`src/rtl/fmul_pkg.sv`:
```
package fmul_pkg;

  typedef enum logic [1:0] {
    RM_NEAR_EVEN = 2'd0,
    RM_TO_ZERO   = 2'd1,
    RM_TO_POS    = 2'd2,
    RM_TO_NEG    = 2'd3
  } rmode_e;

  typedef struct packed {
    logic invalid;
    logic overflow;
    logic underflow;
    logic inexact;
  } fflags_t;

  // Increment decision for the kept significand.
  function automatic logic round_inc(input rmode_e rm, input logic sign,
                                     input logic lsb, input logic guard,
                                     input logic rnd, input logic sticky);
    logic lost;
    lost = guard | rnd | sticky;
    case (rm)
      RM_NEAR_EVEN: round_inc = guard & (rnd | sticky | lsb);
      RM_TO_ZERO:   round_inc = 1'b0;
      RM_TO_POS:    round_inc = lost & ~sign;
      default:      round_inc = lost & sign;
    endcase
  endfunction

endpackage

```
`src/rtl/fmul_unpack.sv`:
```
module fmul_unpack #(
  parameter int EXP_W  = 8,
  parameter int FRAC_W = 23,
  localparam int W     = 1 + EXP_W + FRAC_W
) (
  input  logic [W-1:0]      op,
  output logic              sign,
  output logic [EXP_W-1:0]  exp_f,
  output logic [FRAC_W:0]   sig,
  output logic              is_zero,
  output logic              is_inf,
  output logic              is_nan
);
  logic [FRAC_W-1:0] frac;
  logic              exp_max;

  assign sign    = op[W-1];
  assign exp_f   = op[W-2:FRAC_W];
  assign frac    = op[FRAC_W-1:0];
  assign exp_max = &exp_f;
  assign is_zero = (exp_f == '0);          // subnormals flush to zero
  assign is_inf  = exp_max & (frac == '0);
  assign is_nan  = exp_max & (frac != '0);
  assign sig     = is_zero ? '0 : {1'b1, frac};
endmodule

```
`src/rtl/fmul_round.sv`:
```
module fmul_round
  import fmul_pkg::*;
#(
  parameter int EXP_W  = 8,
  parameter int FRAC_W = 23,
  localparam int W     = 1 + EXP_W + FRAC_W,
  localparam int SIG_W = FRAC_W + 1,
  localparam int PW    = 2 * SIG_W,
  localparam int XW    = EXP_W + 2
) (
  input  logic                 sign,
  input  logic signed [XW-1:0] exp_sum,
  input  logic [PW-1:0]        prod,
  input  rmode_e               rm,
  output logic [W-1:0]         res,
  output logic                 ovf,
  output logic                 unf,
  output logic                 inexact
);
  localparam logic signed [XW-1:0] EMAX_S = XW'((1 << EXP_W) - 1);

  logic              hi;
  logic [SIG_W-1:0]  kept;
  logic              g_bit, r_bit, s_bit, inc;
  logic [SIG_W:0]    rsum;
  logic              carry;
  logic [FRAC_W-1:0] frac_o;
  logic signed [XW-1:0] exp_n, exp_r;

  assign hi    = prod[PW-1];
  assign kept  = hi ? prod[PW-1:SIG_W] : prod[PW-2:SIG_W-1];
  assign g_bit = hi ? prod[SIG_W-1]    : prod[SIG_W-2];
  assign r_bit = hi ? prod[SIG_W-2]    : prod[SIG_W-3];
  assign s_bit = hi ? (|prod[SIG_W-3:0]) : (|prod[SIG_W-4:0]);
  assign exp_n = exp_sum + $signed({{(XW-1){1'b0}}, hi});

  assign inc    = round_inc(rm, sign, kept[0], g_bit, r_bit, s_bit);
  assign rsum   = {1'b0, kept} + {{SIG_W{1'b0}}, inc};
  assign carry  = rsum[SIG_W];
  assign frac_o = carry ? rsum[SIG_W-1:1] : rsum[SIG_W-2:0];
  assign exp_r  = exp_n + $signed({{(XW-1){1'b0}}, carry});

  assign ovf     = (exp_r >= EMAX_S);
  assign unf     = (exp_r <= 0);
  assign inexact = g_bit | r_bit | s_bit | ovf | unf;

  always_comb begin
    if (ovf)      res = {sign, {EXP_W{1'b1}}, {FRAC_W{1'b0}}};
    else if (unf) res = {sign, {(W-1){1'b0}}};
    else          res = {sign, exp_r[EXP_W-1:0], frac_o};
  end
endmodule

```
`src/rtl/fmul_sp.sv`:
```
module fmul_sp
  import fmul_pkg::*;
#(
  parameter int EXP_W  = 8,
  parameter int FRAC_W = 23,
  localparam int W     = 1 + EXP_W + FRAC_W,
  localparam int SIG_W = FRAC_W + 1,
  localparam int PW    = 2 * SIG_W,
  localparam int XW    = EXP_W + 2
) (
  input  logic         clk,
  input  logic         rst_n,
  input  logic         in_valid,
  input  logic [W-1:0] op_a,
  input  logic [W-1:0] op_b,
  input  logic [1:0]   rmode,
  output logic         out_valid,
  output logic [W-1:0] out_result,
  output logic         flag_invalid,
  output logic         flag_overflow,
  output logic         flag_underflow,
  output logic         flag_inexact
);
  localparam logic signed [XW-1:0] BIAS_S = XW'((1 << (EXP_W - 1)) - 1);
  localparam logic [W-1:0] QNAN = {1'b0, {EXP_W{1'b1}}, 1'b1, {(FRAC_W-1){1'b0}}};

  // operand decode
  logic [EXP_W-1:0] ea, eb;
  logic [FRAC_W:0]  ma, mb;
  logic sa, sb, za, zb, ia, ib, na, nb;

  fmul_unpack #(.EXP_W(EXP_W), .FRAC_W(FRAC_W)) u_unp_a (
    .op(op_a), .sign(sa), .exp_f(ea), .sig(ma), .is_zero(za), .is_inf(ia), .is_nan(na));
  fmul_unpack #(.EXP_W(EXP_W), .FRAC_W(FRAC_W)) u_unp_b (
    .op(op_b), .sign(sb), .exp_f(eb), .sig(mb), .is_zero(zb), .is_inf(ib), .is_nan(nb));

  // special-operand resolution
  logic         p_sign, any_nan, zero_inf, sp_hit;
  logic [W-1:0] sp_res;
  assign p_sign   = sa ^ sb;
  assign any_nan  = na | nb;
  assign zero_inf = (za & ib) | (ia & zb);
  assign sp_hit   = any_nan | ia | ib | za | zb;

  always_comb begin
    if (any_nan | zero_inf) sp_res = QNAN;
    else if (ia | ib)       sp_res = {p_sign, {EXP_W{1'b1}}, {FRAC_W{1'b0}}};
    else                    sp_res = {p_sign, {(W-1){1'b0}}};
  end

  // stage 1 registers
  logic                 s1_valid, s1_sign, s1_sp, s1_inv;
  logic signed [XW-1:0] s1_exp;
  logic [PW-1:0]        s1_prod;
  logic [W-1:0]         s1_sp_res;
  rmode_e               s1_rm;

  always_ff @(posedge clk or negedge rst_n) begin
    if (!rst_n) begin
      s1_valid  <= 1'b0;
      s1_sign   <= 1'b0;
      s1_sp     <= 1'b0;
      s1_inv    <= 1'b0;
      s1_exp    <= '0;
      s1_prod   <= '0;
      s1_sp_res <= '0;
      s1_rm     <= RM_NEAR_EVEN;
    end else begin
      s1_valid <= in_valid;
      if (in_valid) begin
        s1_sign   <= p_sign;
        s1_sp     <= sp_hit;
        s1_inv    <= zero_inf & ~any_nan;
        s1_exp    <= $signed({2'b00, ea}) + $signed({2'b00, eb}) - BIAS_S;
        s1_prod   <= ma * mb;
        s1_sp_res <= sp_res;
        s1_rm     <= rmode_e'(rmode);
      end
    end
  end

  // stage 2: normalise, round, pack
  logic [W-1:0] rnd_res;
  logic         rnd_ovf, rnd_unf, rnd_inx;

  fmul_round #(.EXP_W(EXP_W), .FRAC_W(FRAC_W)) u_round (
    .sign(s1_sign), .exp_sum(s1_exp), .prod(s1_prod), .rm(s1_rm),
    .res(rnd_res), .ovf(rnd_ovf), .unf(rnd_unf), .inexact(rnd_inx));

  // named events for the checker
  logic ovf_evt, unf_evt;
  assign ovf_evt = s1_valid & ~s1_sp & rnd_ovf;
  assign unf_evt = s1_valid & ~s1_sp & rnd_unf;

  fflags_t nxt_flags;
  always_comb begin
    if (s1_sp) nxt_flags = '{invalid: s1_inv, overflow: 1'b0, underflow: 1'b0, inexact: 1'b0};
    else       nxt_flags = '{invalid: 1'b0, overflow: rnd_ovf, underflow: rnd_unf, inexact: rnd_inx};
  end

  fflags_t out_flags;
  always_ff @(posedge clk or negedge rst_n) begin
    if (!rst_n) begin
      out_valid  <= 1'b0;
      out_result <= '0;
      out_flags  <= '0;
    end else begin
      out_valid <= s1_valid;
      if (s1_valid) begin
        out_result <= s1_sp ? s1_sp_res : rnd_res;
        out_flags  <= nxt_flags;
      end
    end
  end

  assign flag_invalid   = out_flags.invalid;
  assign flag_overflow  = out_flags.overflow;
  assign flag_underflow = out_flags.underflow;
  assign flag_inexact   = out_flags.inexact;
endmodule

```
`config.mk`:
```
export PLATFORM = sky130hd
export DESIGN_NAME = fmul_sp
export DESIGN_NICKNAME = d
export VERILOG_FILES = /design/src/rtl/fmul_pkg.sv /design/src/rtl/fmul_unpack.sv /design/src/rtl/fmul_round.sv /design/src/rtl/fmul_sp.sv
export SDC_FILE = /design/constraint.sdc
export NUM_CORES = 2
export LEC_CHECK = 0
export ABC_CLOCK_PERIOD_IN_PS = 7700
export BUFFER_PORTS_ARGS = -buffer_cell sky130_fd_sc_hd__buf_2
export CORE_MARGIN = 8
export CORE_UTILIZATION = 65
export CTS_CLUSTER_SIZE = 24
export DETAILED_ROUTE_END_ITERATION = 16
export GPL_ROUTABILITY_DRIVEN = 0
export HOLD_SLACK_MARGIN = 0.12
export PLACE_DENSITY = 0.83
export RECOVER_POWER = 25
export SLEW_MARGIN = 20
export SYNTH_ARGS = -nofsm -noshare
export SYNTH_HDL_FRONTEND = slang
export SYNTH_SLANG_ARGS = --single-unit
```
`constraint.sdc`:
```
create_clock -name clk -period 7.7 [get_ports clk]
set_clock_uncertainty 0.15 [all_clocks]
set_input_delay 0.385 -clock clk [delete_from_list [all_inputs] [get_ports clk]]
set_output_delay 0.385 -clock clk [all_outputs]
set_load 0.005 [all_outputs]
```
==> Yosys cells after proc, flatten, opt, wreduce, memory -nomap -nowiden <==
Index checks and enable logic that the tools add are counted.
{ "word_totals": {"register_bits": 133, "input_bits": 69, "mem_bits_ro": 0, "mem_count": 0, "latch_bits": 0, "output_inout_bits": 37, "ram_bits": 0} }
{ "op_classes": {"div": 0, "shifts": 0, "n_lt_le_gt_ge": 2, "mux": 14, "multipliers": 1, "eq_ne": 2, "reduce_logical": 11, "bitwise": 27, "addsub": 5} }
{ "op_table": {"columns": ["op", "count"], "rows": [
  ["two-way mux 31 bit", 3],
  ["two-way mux 24 bit", 3],
  ["two-way mux 32 bit", 2],
  ["multiplier 24 x 24 -> 48 bit", 1],
  ["logical NOT 23 bit", 2],
  ["nonzero test 23 bit", 2],
  ["adder 24 x 1 -> 25 bit", 1],
  ["two-way mux 23 bit", 1],
  ["OR reduction 22 bit", 1],
  ["OR reduction 21 bit", 1],
  ["adder 10 x 2 -> 10 bit", 2],
  ["logical NOT 8 bit", 2],
  ["AND reduction 8 bit", 2],
  ["OR 1 bit", 14],
  ["bitwise AND 1 bit", 10],
  [">= comparator 10 x 9 -> 1 bit (second input constant)", 1],
  ["less-or-equal comparator 10 x 1 -> 1 bit (second input constant)", 1],
  ["subtractor 9 x 7 -> 10 bit (second input constant)", 1],
  ["adder 8 x 8 -> 9 bit", 1],
  ["two-way mux 4 bit", 1],
  ["two-way mux 1 bit", 3],
  ["one-hot mux 1 bit (3 select lines)", 1],
  ["equality test 2 x 1 -> 1 bit (second input constant)", 1],
  ["equality test 2 bit (second input constant)", 1],
  ["other kinds (3)", 4]
]} }

==> Longest topological paths before layout <==
{ "logic_depth": {"depth_word": 12, "ltp_mapped": 31} }

==> By module <==
From an unflattened synthesis, not the netlist that was laid out.
{ "unflattened": {"hier_cells": 2921, "area_unflattened_um2": 25818.5} }
{ "by_module_without_submodules": {"columns": ["mod", "cells_per_inst", "area_each_um2", "instances"], "rows": [
  ["fmul_sp", 2556, 23443.7, 1],
  ["fmul_round", 263, 1731.7, 1],
  ["fmul_unpack", 51, 321.6, 2]
]} }

==> Worst setup path after synthesis <==
No wires, ideal clock.
{ "synth_path": {"path_type": "input to register", "startpoint": "in op_b[26]", "endpoint": "reg s1_prod[43]", "slack_ns": -0.184, "stages": 27, "setup_time_ns": 0.069, "t_arrival_ns": 7.666, "n_path_buf": 2, "cell_sequence": "or4_1 -> nor2_1 -> nor2_1 -> clkbuf_1 -> clkbuf_1 -> and3_1 -> fa_1 -> fa_1 -> inv_1 -> fa_1 -> fa_1 -> inv_1 -> fa_1 -> fa_1 -> inv_1 -> fa_1 -> inv_1 -> ha_1 -> a21oi_2 -> o21ai_1 -> a2111oi_1 -> o31ai_1 -> a211oi_2 -> o21ai_2 -> a211o_1 -> a2111o_1 -> nand3_1"} }
{ "synth_via": {"elab_chain_cells": 3} }
{ "synth_rtl": {"columns": ["element", "line_no", "text"], "rows": [
  ["start, declared", "fmul_sp.sv:15", "input logic [W-1:0] op_b,"],
  ["logical NOT 8 bit", "fmul_unpack.sv:21", "assign is_zero = (exp_f == '0);"],
  ["two-way mux 24 bit", "fmul_unpack.sv:24", "assign sig = is_zero ? '0 : {1'b1, frac};"],
  ["multiplier 24 x 24 -> 48 bit", "fmul_sp.sv:75", "s1_prod <= ma * mb;"],
  ["end signal, assigned", "fmul_sp.sv:75", null],
  ["end, declared", "fmul_sp.sv:54", "logic [PW-1:0] s1_prod;"]
]} }
Every way passes these cells.
A chain may end at the register's enable or synchronous reset.

==> Worst setup path after layout <==
{ "layout_path": {"startpoint": "in op_b[24]", "endpoint": "reg s1_prod[46]"} }
Same word-level chain as after synthesis.

==> impl_metrics.json <==
{
  "avgRoutedWirePerCell_um": 22.2,
  "post-route-period-util_pct": 102,
  "crit_path_frequent_cell": "fa_1",
  "num_vias": 21753,
  "ctsLongestPathBuffers": 2,
  "finalSetupViolCount": 12,
  "nNetsFinal": 3712,
  "netlist_area_mm2": 0.0251,
  "pre_cts_slack_ps": -559,
  "cts.clk_slew.worst_paths_ps": 70,
  "initial_core_util_pct": 65.5,
  "num_antenna_cells": 0,
  "cap_violations": 1,
  "period_needed_ps": 7880,
  "synth_area_leaders": "fa_1 (39%), dfrtp_1 (10%), ha_1 (9.6%)",
  "ys_warn_count": 0,
  "cp.buffers_inverters": 11,
  "cts.sinks": 104,
  "synth_cells": 2793,
  "critPathLaunch": "op_b[24]",
  "area_delta_synth_final_pct": 13.5,
  "io_pins": 106,
  "r2r-start": "s1_prod[47]",
  "grt_pass1_vias": 22833,
  "cts_root_buf": "clkbuf_16",
  "synth_area_leader_cell": "fa_1",
  "dpl_cell_area_mm2": 0.0273,
  "grt-busiest-layer": "met2",
  "die_h_um": 213,
  "status": "finished with violations",
  "grt_remaining_overflow": 0,
  "holdCritPathClass": "input port to flop",
  "cp_slowest_cell": "fa_1",
  "finalSetupTns_ps": -971,
  "h-tree-depth": 3,
  "met1_usage_pct": 42.6,
  "grtUsageMet2_pct": 54.1,
  "worstPathArrival_ps": 8010,
  "netlist.area_leader.share_pct": 38.6,
  "relSlewSlack_pct": -36.6,
  "path_delay_family": "adder cells",
  "synth-main-ff-cell": "dfrtp_1",
  "required_ps": 7830,
  "min-delay-start": "rmode[1]",
  "port_buffers": 105,
  "coreArea_mm2": 0.0384,
  "synth-edff-count": 0,
  "synth_area_per_cell_um2": 8.99,
  "drc": 0,
  "grt_max_degree": 80,
  "finalHoldViolCount": 0,
  "drv_slew": 39,
  "synth-seq-cells": 104,
  "antenna_left": 0,
  "yosysSeqAreaShare_pct": 10.4,
  "met3_usage_pct": 9.29,
  "final_area_mm2": 0.0285,
  "cts_buffers": 9,
  "dp.final_hpwl_um": 58900,
  "worstMarginPinSlew_ps": 2050,
  "crit_path_start_kind": "input port",
  "grt.total_usage_pct": 33.7,
  "drt_iter0_drc": 2225,
  "antenna_found_initial": 2,
  "yosysUniqueCellTypes": 78,
  "crit_type": "input port to flop",
  "die_x_um": 213,
  "stdcell_count": 3490,
  "wirelength_um": 77400,
  "grt_pass1_wl_um": 120000,
  "max_freq_mhz": 127,
  "rows": 72,
  "violations": "max-capacitance violations, max-slew violations, negative setup slack",
  "worstPathMaxFanout": 18,
  "setup_ws_ps": -177,
  "synthesis.nets": 3538,
  "synth-async-reset-ratio_pct": 100,
  "worstSkewPairLatency_ps": 350,
  "dieArea_mm2": 0.0452,
  "final_layout_size_suffix_gt1_share_pct": 17.4,
  "critPathCaptureType": "flop",
  "dp_cells": 3447,
  "first_pass_iters": 8,
  "routed_via_density": 6.23,
  "grt_setup_unrepaired": "yes",
  "cp_slowest_stage_delay_ps": 590,
  "cts_tree": "built"
}
## cell usage after synthesis (3+ instances only)
| master | number |
|---|---|
| xnor2_1 | 52 |
| mux2i_1 | 16 |
| o21ai_0 | 43 |
| inv_1 | 563 |
| and4_1 | 3 |
| o211ai_1 | 10 |
| o31ai_1 | 5 |
| buf_1 | 7 |
| buf_4 | 3 |
| o22a_1 | 4 |
| a22o_1 | 9 |
| o2bb2ai_1 | 16 |
| a31oi_1 | 7 |
| a211oi_1 | 9 |
| and3_1 | 281 |
| mux2_2 | 47 |
| o311ai_0 | 4 |
| nand4b_1 | 3 |
| a21o_1 | 27 |
| o21a_1 | 3 |
| clkbuf_1 | 165 |
| ha_1 | 192 |
| dfrtp_1 | 104 |
| a21oi_1 | 76 |
| or4_1 | 6 |
| xor2_1 | 34 |
| nor3_1 | 15 |
| a211o_1 | 5 |
| fa_1 | 484 |
| nor2b_1 | 11 |
| or2_2 | 3 |
| nand3_1 | 59 |
| nand2b_1 | 13 |
| o21bai_1 | 8 |
| nand2_1 | 313 |
| and2_1 | 39 |
| nor2_1 | 64 |
| nor4_1 | 20 |
| nand4_1 | 20 |
## worst reg2reg max path: stages (launching register included)
cell      delay [ps]
dfrtp_1          530
a211oi_1         150
nand2_1          110
nor3_1            60
o21ba_2          190
nor3_1           190
ha_1             240
ha_1             220
nand3_1          180
nor3b_2          380
nand4_1          290
nor4_2           380
nand2_1          140
nor3b_2          190
buf_4            250
fa_1             280
nand2_1           90
nor2b_1          210
and4_1           230
xnor2_1          120
nand2b_1         180
a21oi_1          310
nand3_1          330
nor2_1           640
a22o_1           230
## logic make-up after synthesis
kind of cell | share of synthesized area, %
AND/OR/NAND/NOR | 17.7
buffers and inverters | 11.4
adder cells (fa/ha/maj) | 48.1
AO/OA/AOI/OAI | 6.64
flip-flops | 10.4
XOR/XNOR | 3.00
multiplexers | 2.79
## stage by stage
stage / hold slack [ps] / utilization [%]
finish: 141 / 74.3
global route: 146 / 74.3
CTS: 137 / 72.3
detailed placement: 231 / 71.0
global placement: 228 / 71.0
floorplan: -60.6 / -
## sequential cells by signal, summed over array words and instances, names as in the netlist
| register | flops |
|---|---|
| flag_underflow | 1 |
| s1_sign | 1 |
| s1_valid | 1 |
| s1_sp_res | 3 |
| s1_prod | 48 |
| flag_inexact | 1 |
| flag_overflow | 1 |
| s1_sp | 1 |
| out_valid | 1 |
| out_result | 32 |
| s1_rm | 2 |
| flag_invalid | 1 |
| s1_inv | 1 |
| s1_exp | 10 |
## worst paths after layout
check,depth (start not counted),slack (ps),end
max,31,-180,s1_prod[46]
min,2,140,s1_rm[1]
max reg2reg,24,1360,out_result[19]
min reg2reg,1,340,out_result[8]
max in group asynchronous,3,4610,s1_sp_res[22]
min in group asynchronous,2,1020,out_result[21]
## final cells by class
cell class / count / area [µm²]
clock buffers: 9 / 225
clock inverters: 7 / 95.1
fillers: 2491 / 9870
inverters: 565 / 2120
multi-input cells: 1943 / 20300
flip-flops and latches: 104 / 2600
well taps: 518 / 648
repair buffers: 344 / 2520
## layer usage
metal | vias up | share of wire (%)
met5 | - | 0.040
met4 | 4 | 6.4
met3 | 424 | 13
met2 | 1601 | 46
met1 | 10603 | 35
li1 | 9121 | -
## cell usage in the layout, fill, tap and decap left out, types with 12 or more instances in the layout
cell type / synthesis / final
fa_1: 484 / 466
and2_1: 39 / 25
o21ai_0: 43 / 33
nor3_1: 15 / 13
a21oi_1: 76 / 67
mux2i_1: 16 / 16
a21o_1: 27 / 27
xnor2_1: 52 / 49
xor2_1: 34 / 34
fa_2: 0 / 18
mux2_2: 47 / 40
nor2_1: 64 / 59
buf_4: 3 / 216
nand2b_1: 13 / 13
o2bb2ai_1: 16 / 16
clkbuf_16: 0 / 12
nand3_1: 59 / 59
nand4_1: 20 / 20
dfrtp_1: 104 / 104
buf_2: 1 / 88
and3_1: 281 / 272
buf_6: 1 / 12
nand2_1: 313 / 310
ha_1: 192 / 183
clkbuf_1: 165 / 15
nor4_1: 20 / 16
inv_1: 563 / 554
## what timing repair did
| item | in CTS | in global routing |
|---|---|---|
| endpoints found under the hold margin | 37 | 0 |
| hold buffers | 1 | 0 |
| buffers inserted | 3 | 17 |
| pin swaps | 5 | 64 |
| gates cloned | 2 | 5 |
| setup endpoints to repair | 14 | 21 |
| resized for setup | 26 | 133 |
Power is left out: the tool's default activity adds up to more than one toggle a clock period on the data nets, which glitch-free logic cannot reach.
